File: src/rtl/fsg_pkg.sv
package fsg_pkg;

    typedef enum logic [2:0] {
        M_ARRAY,
        M_PROG,
        M_ERASE,
        M_ESUS,
        M_ESPROG,
        M_PSUS,
        M_WBUF,
        M_WABORT
    } fsg_mode_e;

    typedef struct packed {
        fsg_mode_e mode;
        logic      fault;
    } ctrl_state_t;

    typedef struct packed {
        logic rd;
        logic t6;
        logic t2;
    } tog_state_t;

    localparam int STATUS_W = 8;

endpackage

File: src/rtl/fsg_mode_ctrl.sv
module fsg_mode_ctrl
    import fsg_pkg::*;
(
    input  logic      clk,
    input  logic      rst,
    input  logic      cmd_program,
    input  logic      cmd_sector_erase,
    input  logic      cmd_chip_erase,
    input  logic      cmd_suspend,
    input  logic      cmd_resume,
    input  logic      cmd_wbuf_load,
    input  logic      cmd_wbuf_abort,
    input  logic      cmd_abort_reset,
    input  logic      op_done,
    input  logic      op_timeout,
    input  logic      win_open,
    output fsg_mode_e mode_o,
    output logic      fault_o,
    output logic      win_load_o
);

    ctrl_state_t st_d, st_q;
    logic        busy;

    always_comb begin
        st_d       = st_q;
        win_load_o = 1'b0;
        busy = (st_q.mode == M_PROG) || (st_q.mode == M_ERASE) ||
               (st_q.mode == M_ESPROG) || (st_q.mode == M_WBUF);
        unique case (st_q.mode)
            M_ARRAY: begin
                if (cmd_program) begin
                    st_d.mode = M_PROG;
                end else if (cmd_sector_erase) begin
                    st_d.mode  = M_ERASE;
                    win_load_o = 1'b1;
                end else if (cmd_chip_erase) begin
                    st_d.mode = M_ERASE;
                end else if (cmd_wbuf_load) begin
                    st_d.mode = M_WBUF;
                end
            end
            M_PROG: begin
                if (!st_q.fault) begin
                    if (cmd_suspend)  st_d.mode = M_PSUS;
                    else if (op_done) st_d.mode = M_ARRAY;
                end
            end
            M_PSUS: begin
                if (cmd_resume) st_d.mode = M_PROG;
            end
            M_ERASE: begin
                if (!st_q.fault) begin
                    if (win_open) begin
                        if (cmd_sector_erase) win_load_o = 1'b1;
                    end else if (cmd_suspend) begin
                        st_d.mode = M_ESUS;
                    end else if (op_done) begin
                        st_d.mode = M_ARRAY;
                    end
                end
            end
            M_ESUS: begin
                if (cmd_program)     st_d.mode = M_ESPROG;
                else if (cmd_resume) st_d.mode = M_ERASE;
            end
            M_ESPROG: begin
                if (!st_q.fault && op_done) st_d.mode = M_ESUS;
            end
            M_WBUF: begin
                if (!st_q.fault) begin
                    if (cmd_wbuf_abort) st_d.mode = M_WABORT;
                    else if (op_done)   st_d.mode = M_ARRAY;
                end
            end
            M_WABORT: begin
                if (cmd_abort_reset) st_d.mode = M_ARRAY;
            end
            default: st_d.mode = M_ARRAY;
        endcase
        if (busy && op_timeout && !st_q.fault) begin
            st_d.fault = 1'b1;
        end
        if (st_q.fault && cmd_abort_reset) begin
            st_d.mode  = M_ARRAY;
            st_d.fault = 1'b0;
        end
    end

    always_ff @(posedge clk) begin
        if (rst) begin
            st_q.mode  <= M_ARRAY;
            st_q.fault <= 1'b0;
        end else begin
            st_q <= st_d;
        end
    end

    assign mode_o  = st_q.mode;
    assign fault_o = st_q.fault;

    // a started erase holds against everything but suspend, done and fault handling
    p_erase_locked_r5: assert property (@(posedge clk) disable iff (rst)
        (st_q.mode == M_ERASE && !win_open && !cmd_suspend && !op_done &&
         !cmd_abort_reset) |=> (st_q.mode == M_ERASE));

    // the time-limit flag is sticky until abort-reset
    p_fault_sticky_r10: assert property (@(posedge clk) disable iff (rst)
        (st_q.fault && !cmd_abort_reset) |=> st_q.fault);

    // the buffered-write abort state is left only through abort-reset
    p_abort_hold_r11: assert property (@(posedge clk) disable iff (rst)
        (st_q.mode == M_WABORT && !cmd_abort_reset) |=> (st_q.mode == M_WABORT));

endmodule

File: src/rtl/fsg_erase_window.sv
module fsg_erase_window #(
    parameter int WINDOW_CYC = 2500
) (
    input  logic clk,
    input  logic rst,
    input  logic load_i,
    input  logic clr_i,
    output logic open_o
);

    localparam int CNT_W = $clog2(WINDOW_CYC + 1);

    typedef struct packed {
        logic             open;
        logic [CNT_W-1:0] cnt;
    } win_state_t;

    win_state_t w_d, w_q;

    always_comb begin
        w_d = w_q;
        if (load_i) begin
            w_d.open = 1'b1;
            w_d.cnt  = CNT_W'(WINDOW_CYC);
        end else if (clr_i) begin
            w_d.open = 1'b0;
            w_d.cnt  = '0;
        end else if (w_q.open) begin
            if (w_q.cnt == CNT_W'(1)) w_d.open = 1'b0;
            w_d.cnt = w_q.cnt - CNT_W'(1);
        end
    end

    always_ff @(posedge clk) begin
        if (rst) begin
            w_q.open <= 1'b0;
            w_q.cnt  <= '0;
        end else begin
            w_q <= w_d;
        end
    end

    assign open_o = w_q.open;

    // every taken sector erase leaves the window open on the next cycle
    p_load_opens_r3: assert property (@(posedge clk) disable iff (rst)
        load_i |=> open_o);

    // the window can only close from an open state, never reopen without a load
    p_no_spurious_open_r2: assert property (@(posedge clk) disable iff (rst)
        (!open_o && !load_i) |=> !open_o);

endmodule

File: src/rtl/fsg_toggle_pair.sv
module fsg_toggle_pair
    import fsg_pkg::*;
(
    input  logic clk,
    input  logic rst,
    input  logic rd_strobe,
    input  logic en6_i,
    input  logic en2_i,
    input  logic clr_i,
    output logic t6_o,
    output logic t2_o
);

    tog_state_t g_d, g_q;
    logic       rise;

    always_comb begin
        rise   = rd_strobe && !g_q.rd;
        g_d    = g_q;
        g_d.rd = rd_strobe;
        if (clr_i) begin
            g_d.t6 = 1'b0;
            g_d.t2 = 1'b0;
        end else begin
            if (rise && en6_i) g_d.t6 = !g_q.t6;
            if (rise && en2_i) g_d.t2 = !g_q.t2;
        end
    end

    always_ff @(posedge clk) begin
        if (rst) begin
            g_q <= '0;
        end else begin
            g_q <= g_d;
        end
    end

    assign t6_o = g_q.t6;
    assign t2_o = g_q.t2;

    // an enabled read edge flips the DQ6 toggle
    p_dq6_flip_r7: assert property (@(posedge clk) disable iff (rst)
        (rd_strobe && !g_q.rd && en6_i && !clr_i) |=> (t6_o != $past(t6_o)));

    // without a read edge the DQ2 toggle holds
    p_dq2_hold_r8: assert property (@(posedge clk) disable iff (rst)
        (!(rd_strobe && !g_q.rd) && !clr_i) |=> $stable(t2_o));

endmodule

File: src/rtl/flash_status_gen.sv
module flash_status_gen
    import fsg_pkg::*;
#(
    parameter int WINDOW_CYC = 2500
) (
    input  logic       clk,
    input  logic       rst,
    input  logic       cmd_program,
    input  logic       cmd_sector_erase,
    input  logic       cmd_chip_erase,
    input  logic       cmd_suspend,
    input  logic       cmd_resume,
    input  logic       cmd_wbuf_load,
    input  logic       cmd_wbuf_abort,
    input  logic       cmd_abort_reset,
    input  logic       op_done,
    input  logic       op_timeout,
    input  logic       rd_strobe,
    input  logic       rd_in_op_sector,
    input  logic       prog_bit7,
    input  logic [7:0] array_data,
    output logic [7:0] status,
    output logic       ready
);

    fsg_mode_e mode;
    logic      fault, win_open, win_load;
    logic      t6, t2, en6, en2;

    fsg_mode_ctrl u_ctrl (
        .clk             (clk),
        .rst             (rst),
        .cmd_program     (cmd_program),
        .cmd_sector_erase(cmd_sector_erase),
        .cmd_chip_erase  (cmd_chip_erase),
        .cmd_suspend     (cmd_suspend),
        .cmd_resume      (cmd_resume),
        .cmd_wbuf_load   (cmd_wbuf_load),
        .cmd_wbuf_abort  (cmd_wbuf_abort),
        .cmd_abort_reset (cmd_abort_reset),
        .op_done         (op_done),
        .op_timeout      (op_timeout),
        .win_open        (win_open),
        .mode_o          (mode),
        .fault_o         (fault),
        .win_load_o      (win_load)
    );

    fsg_erase_window #(.WINDOW_CYC(WINDOW_CYC)) u_win (
        .clk   (clk),
        .rst   (rst),
        .load_i(win_load),
        .clr_i (mode != M_ERASE),
        .open_o(win_open)
    );

    assign en6 = (mode == M_PROG) || (mode == M_ERASE) || (mode == M_ESPROG) ||
                 (mode == M_WBUF) || (mode == M_WABORT);
    assign en2 = (mode == M_ERASE) || ((mode == M_ESUS) && rd_in_op_sector);

    fsg_toggle_pair u_tog (
        .clk      (clk),
        .rst      (rst),
        .rd_strobe(rd_strobe),
        .en6_i    (en6),
        .en2_i    (en2),
        .clr_i    (mode == M_ARRAY),
        .t6_o     (t6),
        .t2_o     (t2)
    );

    always_comb begin
        status = '0;
        ready  = 1'b0;
        unique case (mode)
            M_ARRAY: begin
                status = array_data;
                ready  = 1'b1;
            end
            M_PROG, M_ESPROG, M_WBUF: begin
                status[7] = !prog_bit7;
                status[6] = t6;
                status[5] = fault;
            end
            M_WABORT: begin
                status[7] = !prog_bit7;
                status[6] = t6;
                status[5] = fault;
                status[1] = 1'b1;
            end
            M_ERASE: begin
                status[6] = t6;
                status[5] = fault;
                status[3] = !win_open;
                status[2] = t2;
            end
            M_ESUS: begin
                ready = 1'b1;
                if (rd_in_op_sector) begin
                    status[7] = 1'b1;
                    status[2] = t2;
                end else begin
                    status = array_data;
                end
            end
            M_PSUS: begin
                ready = 1'b1;
                if (!rd_in_op_sector) status = array_data;
            end
            default: begin
                status = '0;
                ready  = 1'b0;
            end
        endcase
    end

    // the cycle after reset the block is ready and passes array data
    p_reset_ready_r1: assert property (@(posedge clk)
        $past(rst) |-> (ready && status == array_data));

    // a sector erase taken from array mode leaves the erase-start flag low
    p_window_starts_low_r2: assert property (@(posedge clk) disable iff (rst)
        (mode == M_ARRAY && !cmd_program && cmd_sector_erase) |=> (!status[3] && !ready));

endmodule

File: config.mk
export PLATFORM = sky130hd
export DESIGN_NAME = flash_status_gen
export DESIGN_NICKNAME = d
export VERILOG_FILES = /design/src/rtl/fsg_pkg.sv /design/src/rtl/fsg_mode_ctrl.sv /design/src/rtl/fsg_erase_window.sv /design/src/rtl/fsg_toggle_pair.sv /design/src/rtl/flash_status_gen.sv
export SDC_FILE = /design/constraint.sdc
export NUM_CORES = 1
export LEC_CHECK = 0
export ABC_CLOCK_PERIOD_IN_PS = 4350
export BUFFER_PORTS_ARGS = -buffer_cell sky130_fd_sc_hd__buf_2
export CORE_MARGIN = 3
export CORE_UTILIZATION = 59
export DETAILED_ROUTE_END_ITERATION = 12
export PLACE_DENSITY_LB_ADDON = 0.3
export SLEW_MARGIN = 20
export SYNTH_ARGS = -nofsm -noshare
export SYNTH_HDL_FRONTEND = slang
export SYNTH_HIERARCHICAL = 1
export SYNTH_SLANG_ARGS = --single-unit
File: constraint.sdc
create_clock -name clk -period 4.35 [get_ports clk]
set_clock_uncertainty 0.1 [all_clocks]
set_input_delay 0 -clock clk [delete_from_list [all_inputs] [get_ports clk]]
set_output_delay 0 -clock clk [all_outputs]
set_load 0.1 [all_outputs]
==> impl_metrics.env <==
export IMPL_cap_violations=0
export IMPL_ys_top_cells_by_count="dfxtp_1 (20), nand2_1 (14), nor2_1 (12)"
export IMPL_period_needed_ns=2.74
export IMPL_layout_drive_gt1_share_pct=20.7
export IMPL_fp_row_count=17
export IMPL_critical_path_arrival_ns=2.85
export IMPL_syn_area_um2=1550
export IMPL_worstMarginPinSlew_ns=0.897
export IMPL_area_growth_pct=15.2
export IMPL_fp_dieW_um=57.3
export IMPL_synthCells=194
export IMPL_dieArea_um2=3290
export IMPL_cts_root_buf="clkbuf_4"
export IMPL_num_vias=1636
export IMPL_peakVddDrop_uv=674
export IMPL_dp_cells=245
export IMPL_synthArstFlopShare_pct=0
export IMPL_grt_start_max_net_pins=30
export IMPL_cts_resized=0
export IMPL_syn_nets=219
export IMPL_antenna_cells=0
export IMPL_drt_wl_total_um=3750
export IMPL_p_leak_uw=0.000704
export IMPL_grt_total_usage_pct=22.9
export IMPL_synth_ff_type="dfxtp_1"
export IMPL_max_stage_delay_ns=0.92
export IMPL_slew_headroom_pct=40.1
export IMPL_cp_top_family="simple AND/OR/NAND/NOR gates"
export IMPL_wl_per_cell_um=14.7
export IMPL_cts_max_level=1
export IMPL_place_gp_congestion=0.850
export IMPL_numCtsBuffers=3
export IMPL_critPathMaxFanout=27
export IMPL_setup_viol_count_final=0
export IMPL_final_cells=255
export IMPL_core_um2=2360
export IMPL_placed_cell_area_um2=1690
export IMPL_clk_pin_slew_worst_paths_ns=0.11
export IMPL_path_cells="nand2b_1 > or2_1 > nor2_1 > nand2_1 > a211oi_1"
export IMPL_worst_hold_path_type="input pin to flop"
export IMPL_power_density_nw_per_um2=706
export IMPL_syn_area_per_cell_um2=8.01
export IMPL_yosysWarnings=6
export IMPL_drv_slew=0
export IMPL_ys_types=62
export IMPL_rsz0062_at_grt="false"
export IMPL_die_y_um=57.3
export IMPL_worstHoldStart="cmd_sector_erase"
export IMPL_seq_area_frac_synth_pct=25.8
export IMPL_ant_nets=0
export IMPL_synthTopCellsByArea="dfxtp_1 (26%), nand2b_1 (3.6%), nand2_1 (3.4%)"
export IMPL_synth_most_common_cell="dfxtp_1"
export IMPL_crit_type="flop to flop"
export IMPL_required_ns=4.47
export IMPL_dp_hpwl_um=2670
export IMPL_drt_iter0_drc=160
export IMPL_cts_sinks=20
export IMPL_clkLatencyLatePin_ns=0.30
export IMPL_tns_ns=0
export IMPL_cts_tree="built"
export IMPL_synth_edff_count=0
export IMPL_io_pins=32
export IMPL_outcome="completed"
export IMPL_synth_top_cell_by_area="dfxtp_1"
export IMPL_fill_cells=169
export IMPL_initial_core_util_pct=65.8
export IMPL_grt_ovfl_total=0
export IMPL_fin_nets=253
export IMPL_path_buf_inv=0
export IMPL_endpoint_kind="flop"
export IMPL_grt_pass1_vias=1419
export IMPL_worstSetupStartpointType="flop"
export IMPL_critPathSlowestCell="dfxtp_1"
export IMPL_fmax_mhz=365
export IMPL_critical_path_startpoint="u_ctrl/mode_o[1]"
export IMPL_antenna_found_initial=0
export IMPL_crit_reg2reg_launch="u_ctrl/mode_o[1]"
export IMPL_io_buffers=31
export IMPL_synth_top_cell_area_share_pct=25.8
export IMPL_grt_pass1_wl_um=6200
export IMPL_clockBufferDepth=2
export IMPL_fin_crit_sh_pct=62.9
export IMPL_final_hold_violation_count=0
export IMPL_fin_area_um2=1790
export IMPL_drc=0
export IMPL_ys_ff_latch=20
export IMPL_vias_per_cell=6.42
export IMPL_dr_pass1_iters=4
[tightest hold or removal path, delay by kind of cell]
| family | cells | cell delay [ns] |
|---|---|---|
| buf+inv | 2 | 0.20 |
| simple gates | 1 | 0.18 |
| compound gates | 1 | 0.06 |
[per-layer routing]
metal | share of wire (%) | routed length, um | track usage, % | vias up
li1 | - | - | - | 803
met1 | 42 | 1590 | 29.3 | 735
met2 | 47 | 1780 | 38.2 | 90
met3 | 8.8 | 329 | 6.33 | 8
met4 | 1.3 | 50 | 5.63 | 0
met5 | 0 | 0 | 0 | -
[cells by family (layout without fill, tap and decap cells)]
logic type / count (synthesis) / count (layout) / share of synthesized area [%]
compound gates: 54 / 54 / 23.9
simple gates: 98 / 98 / 39.9
flops: 20 / 20 / 25.8
xor+xnor: 4 / 4 / 2.25
fa+ha+maj: 2 / 2 / 1.61
buf+inv: 13 / 46 / 4.43
mux: 3 / 3 / 2.09
[layout by cell type (no fill, tap or decap), types with 3 or more instances in the layout]
master and n:
nor2b_1 8, inv_1 5, nor3_1 7, nand2b_1 9, nand3_1 4, o21ai_0 8
dlygate4sd3_1 6, clkbuf_4 3, a31oi_1 3, o21ai_1 5, o31ai_1 4, o211ai_1 5
nand2_1 14, and2_1 3, xnor2_1 3, nor3b_1 6, a21oi_1 9, buf_2 31
nand3b_1 6, nor2_1 12, dfxtp_1 20, a22oi_1 3
[sequential cells by signal (all words and copies together) (netlist names)]
signal,cells
u_win/w_q,12
u_ctrl/mode_o,3
u_ctrl/fault_o,1
u_tog/g_q,1
u_tog/t2_o,1
u_tog/t6_o,1
u_win/open_o,1
[metrics by stage]
step                power (uW)  setup slack, ns  hold WS (ns)  util, %
global placement          1120             1.83         0.149     71.8
floorplan                 1030             1.88       -0.0284        -
detailed placement        1140             1.74         0.165     71.8
global route              1340             1.38        0.0959     75.8
finish                    1260             1.61        0.0816     75.8
CTS                       1260             1.67        0.0660     75.8
[final timing paths]
| check | endpoint | slack [ns] | cells after the start |
|---|---|---|---|
| worst max-delay path | u_win/w_q[1] | 1.61 | 5 |
| worst min-delay path | u_win/w_q[2] | 0.08 | 4 |
| worst max register to register | u_win/w_q[1] | 1.61 | 5 |
| worst min register to register | u_win/w_q[9] | 0.41 | 2 |
[power breakdown]
part / total [uW] / internal [uW] / switching [uW]
sequential: 322 / 213 / 109
clock: 107 / 51.0 / 55.7
combinational: 836 / 242 / 593
total: 1260 / 507 / 758
[cell type report]
class | instances | area, um2 | area share [%]
Clock buffer | 4 | 36.3 | 2.03
Inverter | 5 | 18.8 | 1.05
Multi-Input combinational cell | 161 | 1080 | 60.6
Sequential cell | 20 | 400 | 22.4
Tap cell | 28 | 35.0 | 1.96
Timing Repair Buffer | 37 | 215 | 12.0
[what timing repair did]
item | 4_1_cts | 5_1_grt
setup buffers | 0 | 0
endpoints found under the hold margin | 7 | 0
setup endpoints to repair | 0 | 0
hold buffers | 6 | 0
No activity file was read; power rests on OpenSTA's default activity.
